--- src/rtl/pllseq_pkg.sv ---
// Shared types for the PLL reprogramming sequencer.
// Assumes: divider code 0 means 1:1 and code 2 means 1:2.
package pllseq_pkg;
    typedef enum logic [3:0] {
        S_IDLE, S_RAMP, S_DIV2, S_BYPW, S_IDDQW, S_PROG,
        S_ENA, S_LOCK, S_VCOW, S_SHBYP, S_SHOFF, S_FIN
    } seq_st_t;

    typedef enum logic [1:0] {
        RES_OK   = 2'd0,
        RES_LOCK = 2'd1,
        RES_RAMP = 2'd2
    } seq_res_t;

    localparam int DIV_ONE  = 0;
    localparam int DIV_HALF = 2;
endpackage

--- src/rtl/pllseq_nlo.sv ---
// Minimum-VCO feedback divider: ceil(m * VCO_MIN / REF_MHZ), saturated
// to the N field width. Purely combinational; assumes REF_MHZ > 0.
module pllseq_nlo #(
    parameter int M_W     = 8,
    parameter int N_W     = 8,
    parameter int VCO_MIN = 1000,
    parameter int REF_MHZ = 12
) (
    input  logic [M_W-1:0] m,
    output logic [N_W-1:0] n_lo
);
    localparam int NMAX = (1 << N_W) - 1;
    logic [31:0] quot;

    // Ceiling divide then saturate.
    always_comb begin
        quot = (32'(m) * 32'(VCO_MIN) + 32'(REF_MHZ - 1)) / 32'(REF_MHZ);
        n_lo = (quot > 32'(NMAX)) ? N_W'(NMAX) : quot[N_W-1:0];
    end
endmodule

--- src/rtl/pll_reprog_seq.sv ---
// PLL reprogramming sequencer. Accepts one program or shutdown request
// at a time and walks the PLL control fields through a glitch-free
// order: ramp down, 1:2 divide, bypass, reload, lock, VCO, 1:1, ramp up.
// A failed ramped attempt is retried once without ramps.
// Assumes an external ramp controller follows coef_n while ramp_go is high.
module pll_reprog_seq
    import pllseq_pkg::*;
#(
    parameter int M_W      = 8,
    parameter int N_W      = 8,
    parameter int PL_W     = 6,
    parameter int DIV_W    = 6,
    parameter int REF_MHZ  = 12,
    parameter int VCO_MIN  = 1000,
    parameter int WAIT_CYC = 200,
    parameter int LOCK_TO  = 30000,
    parameter int RAMP_TO  = 50000
) (
    input  logic             clk,
    input  logic             rst_n,
    input  logic             req_prog,
    input  logic             req_shut,
    input  logic [M_W-1:0]   tgt_m,
    input  logic [N_W-1:0]   tgt_n,
    input  logic [PL_W-1:0]  tgt_pl,
    output logic             busy,
    output logic             refused,
    output logic             done,
    output logic [1:0]       status,
    output logic [M_W-1:0]   coef_m,
    output logic [N_W-1:0]   coef_n,
    output logic [PL_W-1:0]  coef_pl,
    output logic             pll_en,
    output logic             pll_iddq,
    output logic             lockdet_off,
    input  logic             pll_lock,
    output logic             vco_sel,
    output logic [DIV_W-1:0] out_div,
    output logic             ramp_go,
    input  logic             ramp_done
);
    localparam int LIM_A = (WAIT_CYC > LOCK_TO) ? WAIT_CYC : LOCK_TO;
    localparam int LIM   = (LIM_A > RAMP_TO) ? LIM_A : RAMP_TO;
    localparam int CNT_W = $clog2(LIM + 1);
    localparam logic [CNT_W-1:0] T_WAIT = CNT_W'(WAIT_CYC - 1);
    localparam logic [CNT_W-1:0] T_LOCK = CNT_W'(LOCK_TO - 1);
    localparam logic [CNT_W-1:0] T_RAMP = CNT_W'(RAMP_TO - 1);

    seq_st_t           st, ramp_nxt;
    logic [CNT_W-1:0]  tcnt;
    logic [M_W-1:0]    tm;
    logic [N_W-1:0]    tn;
    logic [PL_W-1:0]   tpl;
    logic              try_ramp, shut;
    logic [N_W-1:0]    n_lo_old, n_lo_new;

    pllseq_nlo #(.M_W(M_W), .N_W(N_W), .VCO_MIN(VCO_MIN), .REF_MHZ(REF_MHZ))
        u_nlo_old (.m(coef_m), .n_lo(n_lo_old));
    pllseq_nlo #(.M_W(M_W), .N_W(N_W), .VCO_MIN(VCO_MIN), .REF_MHZ(REF_MHZ))
        u_nlo_new (.m(tm), .n_lo(n_lo_new));

    // State decodes seen by the outside.
    assign busy    = (st != S_IDLE);
    assign ramp_go = (st == S_RAMP);

    // Sequencer: state, cycle timer and every PLL control field.
    always_ff @(posedge clk) begin
        if (!rst_n) begin
            st <= S_IDLE;           ramp_nxt <= S_IDLE;
            tcnt <= '0;             tm <= '0; tn <= '0; tpl <= '0;
            try_ramp <= 1'b0;       shut <= 1'b0;
            done <= 1'b0;           refused <= 1'b0;
            status <= RES_OK;
            coef_m <= '0;           coef_n <= '0; coef_pl <= '0;
            pll_en <= 1'b0;         pll_iddq <= 1'b1; lockdet_off <= 1'b1;
            vco_sel <= 1'b0;        out_div <= DIV_W'(DIV_ONE);
        end else begin
            done    <= 1'b0;
            refused <= (req_prog | req_shut) && (st != S_IDLE);
            if (tcnt != {CNT_W{1'b1}}) tcnt <= tcnt + 1'b1;
            case (st)
                S_IDLE: begin
                    if (req_prog) begin
                        tm <= tgt_m; tn <= tgt_n; tpl <= tgt_pl;
                        try_ramp <= 1'b1; shut <= 1'b0;
                        status <= RES_OK; tcnt <= '0;
                        if (pll_en && tgt_m == coef_m && tgt_pl == coef_pl) begin
                            if (tgt_n == coef_n) st <= S_FIN;
                            else begin
                                coef_n <= tgt_n; ramp_nxt <= S_FIN; st <= S_RAMP;
                            end
                        end else if (pll_en && n_lo_old != coef_n) begin
                            coef_n <= n_lo_old; ramp_nxt <= S_DIV2; st <= S_RAMP;
                        end else begin
                            st <= S_DIV2;
                        end
                    end else if (req_shut) begin
                        shut <= 1'b1; status <= RES_OK; tcnt <= '0;
                        if (pll_en && n_lo_old != coef_n) begin
                            coef_n <= n_lo_old; ramp_nxt <= S_SHBYP; st <= S_RAMP;
                        end else begin
                            st <= S_SHBYP;
                        end
                    end
                end
                S_RAMP: begin
                    if (ramp_done) begin
                        st <= ramp_nxt; tcnt <= '0;
                    end else if (tcnt == T_RAMP) begin
                        tcnt <= '0;
                        if (shut) begin
                            status <= RES_RAMP; st <= ramp_nxt;
                        end else begin
                            try_ramp <= 1'b0; st <= S_DIV2;
                        end
                    end
                end
                S_DIV2: begin
                    out_div <= DIV_W'(DIV_HALF); st <= S_BYPW; tcnt <= '0;
                end
                S_BYPW: begin
                    if (tcnt == T_WAIT) begin
                        vco_sel <= 1'b0; tcnt <= '0;
                        if (pll_iddq) begin
                            pll_iddq <= 1'b0; st <= S_IDDQW;
                        end else begin
                            st <= S_PROG;
                        end
                    end
                end
                S_IDDQW: begin
                    if (tcnt == T_WAIT) begin
                        st <= S_PROG; tcnt <= '0;
                    end
                end
                S_PROG: begin
                    pll_en  <= 1'b0;
                    coef_m  <= tm;
                    coef_pl <= tpl;
                    coef_n  <= try_ramp ? n_lo_new : tn;
                    st <= S_ENA; tcnt <= '0;
                end
                S_ENA: begin
                    pll_en <= 1'b1; lockdet_off <= 1'b0;
                    st <= S_LOCK; tcnt <= '0;
                end
                S_LOCK: begin
                    if (pll_lock) begin
                        vco_sel <= 1'b1; st <= S_VCOW; tcnt <= '0;
                    end else if (tcnt == T_LOCK) begin
                        tcnt <= '0;
                        if (try_ramp) begin
                            try_ramp <= 1'b0; st <= S_DIV2;
                        end else begin
                            status <= RES_LOCK; st <= S_FIN;
                        end
                    end
                end
                S_VCOW: begin
                    if (tcnt == T_WAIT) begin
                        out_div <= DIV_W'(DIV_ONE); tcnt <= '0;
                        if (try_ramp && tn != coef_n) begin
                            coef_n <= tn; ramp_nxt <= S_FIN; st <= S_RAMP;
                        end else begin
                            st <= S_FIN;
                        end
                    end
                end
                S_SHBYP: begin
                    vco_sel <= 1'b0; st <= S_SHOFF;
                end
                S_SHOFF: begin
                    pll_en <= 1'b0; st <= S_FIN;
                end
                S_FIN: begin
                    done <= 1'b1; st <= S_IDLE;
                end
                default: st <= S_IDLE;
            endcase
        end
    end
endmodule

--- config.mk ---
export PLATFORM = sky130hd
export DESIGN_NAME = pll_reprog_seq
export DESIGN_NICKNAME = d
export VERILOG_FILES = /design/src/rtl/pllseq_pkg.sv /design/src/rtl/pllseq_nlo.sv /design/src/rtl/pll_reprog_seq.sv
export SDC_FILE = /design/constraint.sdc
export NUM_CORES = 1
export LEC_CHECK = 0
export ABC_AREA = 1
export BUFFER_PORTS_ARGS = -buffer_cell sky130_fd_sc_hd__buf_2
export CORE_MARGIN = 2
export CORE_UTILIZATION = 50
export CTS_BUF_LIST = sky130_fd_sc_hd__clkbuf_4
export CTS_CLUSTER_SIZE = 20
export DETAILED_ROUTE_END_ITERATION = 6
export PLACE_DENSITY = 0.73
export SLEW_MARGIN = 0
export SYNTH_ARGS = -nofsm -noshare
export SYNTH_HDL_FRONTEND = slang
export SYNTH_SLANG_ARGS = --single-unit
--- constraint.sdc ---
create_clock -name clk -period 16.6 [get_ports clk]
set_input_delay 3.32 -clock clk [delete_from_list [all_inputs] [get_ports clk]]
set_output_delay 3.32 -clock clk [all_outputs]
set_load 0.03 [all_outputs]
==> reports/results.md <==
- **area of the core** 28600 um2
- **endpoint type of the worst setup path** register
- **number of flops mapped to enable cells by yosys** 0
- **Chip Width** 174 um
- **Hold Path End** lockdet_off$_SDFFE_PN1P_
- **clock tree from TritonCTS** yes
- **Buffers on Ports** 60
- **pin count of the biggest net entering global routing** 53
- **post-detailed-route via-to-cell ratio** 5.36
- **Worst setup startpoint** coef_m[0]$_SDFFE_PN0P_
- **destination of the worst register-to-register timing path** ramp_nxt[1]$_SDFFE_PN0P_
- **via count of the first global-routing pass** 14100
- **area fraction of the dominant cell type after synthesis** 15.5%
- **cts bufs inserted** 9
- **worst hold path startpoint** lockdet_off$_SDFFE_PN1P_
- **effective utilization at floorplan** 50.5%
- **Global Route Usage Sum** 25.1%
- **worst-path cell with the longest stage delay** dfxtp_1
- **largest cells by area after synthesis** nand2_1 15%, dfxtp_1 11%, inv_1 9.9%
- **number of fill cells** 2924
- **most common cell after layout, fill and taps aside** nand2_1
- **antenna violations before repair** 1
- **first-iteration detailed-routing DRC count** 984
- **post-cts gate resize count** 0
- **Antenna Violating Nets Remaining** 0
- **highest net fanout along the worst path** 13
- **grt total ovfl** 0
- **count of maximum capacitance violations** 0
- **maximum clock path buffer count** 2
- **sequential area share after synthesis** 10.7%
- **total number of yosys warnings** 0
- **Final Util** 53.2%
- **Chip Height** 174 um
- **Skew-Pair Late Insertion Delay** 0.44 ns
- **hold path cells** 2
- **placer congestion estimate** 0.934
- **number of cells on the worst reg-to-reg path** 94
- **wire length of the first global-routing pass** 65400 um
- **commonest cells after routing, fill and taps aside** 596 x nand2_1, 381 x inv_1, 249 x nand3_1
- **Std-Cell Rows** 62
- **detailed-route wire length per cell** 13.4 um
- **cell accounting for the most synthesized area** nand2_1
- **num ports** 66
- **number of vias after detailed routing** 15400
- **Max transition margin** 18.9%
- **async set-reset flop share out of synthesis** 0%
- **mapped cell area** 14500 um2
- **RSZ-0062 raised after global routing** false
- **Setup Fix Bufs, Post-CTS** 0
- **Final #Nets** 2631
- **cts hold-fix bufs** 0
- **Root Buffer Master** clkbuf_4
- **Critical Path AT** 13.95 ns
- **Sink Count** 77
- **most used flip-flop cell after synthesis** dfxtp_1
- **kind of start point of the critical path** register
- **H-Tree Depth** 3
- **Total Die Area** 30300 um2
- **Unique masters post-synth** 67
- **origin of the critical flop-to-flop path** coef_m[0]$_SDFFE_PN0P_
- **number of standard cells in the layout, taps in and fillers out** 2866
- **worst hold path type** reg2reg
- **critical path data required time** 16.97 ns
- **final total negative setup slack** 0 ns
- **Final min period** 13.58 ns
- **ratio of final minimum period to clock period** 81.8%
- **number of cells produced by synthesis** 2430
- **post-synthesis average cell area** 5.95 um2
- **largest incremental delay on the critical path** 0.83 ns
- **status** finished, final reports clean
- **worst reg-to-reg setup slack** 3.02 ns
- **share of layout cells above drive strength 1** 13.7%
- **detailed-routing iteration count for the pre-antenna-repair pass** 5
- **total of endpoints with negative setup slack in the final report** 0
- **total count of hold-check failures in the final report** 0
- **WS Path Type** reg2reg
- **number of storage elements in the synthesis netlist** 77
- **synthesis-to-layout area growth** 5.24%
- **total placed cells including tap cells** 2851
- **number of max-slew violations in the final report** 0
- **antenna diode count** 0
- **slew at the pin with the worst max-slew slack** 1.21 ns
- **most prevalent standard cell on the critical path** nand2_1
- **detailed placer's ending HPWL** 31800 um
- **post-CTS clock slew at the launch and capture registers of the worst setup and hold paths** 0.12 ns
- **post-detailed-routing wire length** 38400 um
- **worst hold margin** 0.455 ns
- **DRC** 0
- **maximum clock frequency** 73.7 MHz
- **maximum clock skew at final layout** 0.0281 ns
==> stage by stage <==
stage               setup WS, ns  area, um2
global route                1.42      15200
CTS                         3.07      15200
global placement            3.28      15100
floorplan                   5.25      14500
detailed placement          3.13      15100
finish                      3.02      15200
==> how the worst max path moves through the flow <==
| stage | end | slack, ns | cells past startpoint |
|---|---|---|---|
| after floorplan | coef_n[0]$_SDFFE_PN0P_ | 5.25 | 93 |
| after global placement | ramp_nxt[1]$_SDFFE_PN0P_ | 3.28 | 91 |
| after detailed placement | ramp_nxt[1]$_SDFFE_PN0P_ | 3.13 | 93 |
| after CTS | ramp_nxt[1]$_SDFFE_PN0P_ | 3.07 | 94 |
| after global routing | ramp_nxt[1]$_SDFFE_PN0P_ | 1.42 | 94 |
| final | ramp_nxt[1]$_SDFFE_PN0P_ | 3.02 | 94 |
==> Yosys cell counts (3+ instances only) <==
cell and instances:
nand2_1 596, inv_1 381, nand3_1 249, nor2_1 226
a21oi_1 105, o21ai_0 96, nand2_2 88, ha_1 82
nand4_1 78, dfxtp_1 77, fa_1 43, xor2_1 40
nand3_2 33, nor3_1 31, nor2_2 30, inv_2 29
xnor2_1 27, nand2_4 20, nor2_4 17, nor4_1 17
nand3b_1 13, buf_4 12, o21ai_1 12, clkbuf_1 11
clkinv_1 11, o22ai_1 8, or2_2 7, a221oi_1 6
nand3_4 6, o211ai_1 6, a21oi_2 5, a31oi_1 5
a211oi_1 4, a21o_1 4, o21ai_2 4, a22oi_1 3
buf_6 3, nand4_2 3, nor2_8 3, nor3_2 3
==> logic make-up (layout without fill, tap and decap cells) <==
logic type      count (synthesis)  count (layout)  synth area share (%)
flops                          77              77                  10.7
fa+ha+maj                     125             125                  13.0
compound gates                274             274                  10.9
xor+xnor                       71              71                  4.51
other cells                     1               5                0.0259
simple gates                 1430            1430                  48.6
mux                             1               1                0.0692
buf+inv                       451             499                  12.2
==> cell type report <==
| class | count | area (um2) | area share (%) |
|---|---|---|---|
| clock buffers | 10 | 75.1 | 0.493 |
| clock inverters | 5 | 52.6 | 0.345 |
| inverters | 422 | 1590 | 10.4 |
| multi-input cells | 1906 | 11200 | 73.4 |
| flip-flops and latches | 77 | 1540 | 10.1 |
| well taps | 384 | 480 | 3.16 |
| repair buffers | 62 | 315 | 2.07 |
==> layer usage <==
layer  wire [um]  up-vias  track usage [%]
met5           7        -                0
met2       17500      398             42.1
met4         788        2             6.65
li1            -     7949                -
met3        1870       64             2.52
met1       18300     6939             34.5
==> sequential cells by signal, indices dropped and copies added (netlist names), 4 cells and up <==
name and count:
tpl 6, coef_pl 6, coef_n 8, st 4, coef_m 8, tm 8, tcnt 16, tn 8
==> critical path: cells and delay by family, from the launching register on <==
family	cells	cell delay [ns]
xor gates and xnor gates	1	0.17
AOI/OAI and AO/OA	3	0.62
and+or+nand+nor	76	8.80
buffers and inverters	8	0.77
adders and majority gates	6	2.29
DFF	1	0.83
Power is left out: the tool's default activity adds up to more than one toggle a clock period on the data nets, which glitch-free logic cannot reach.
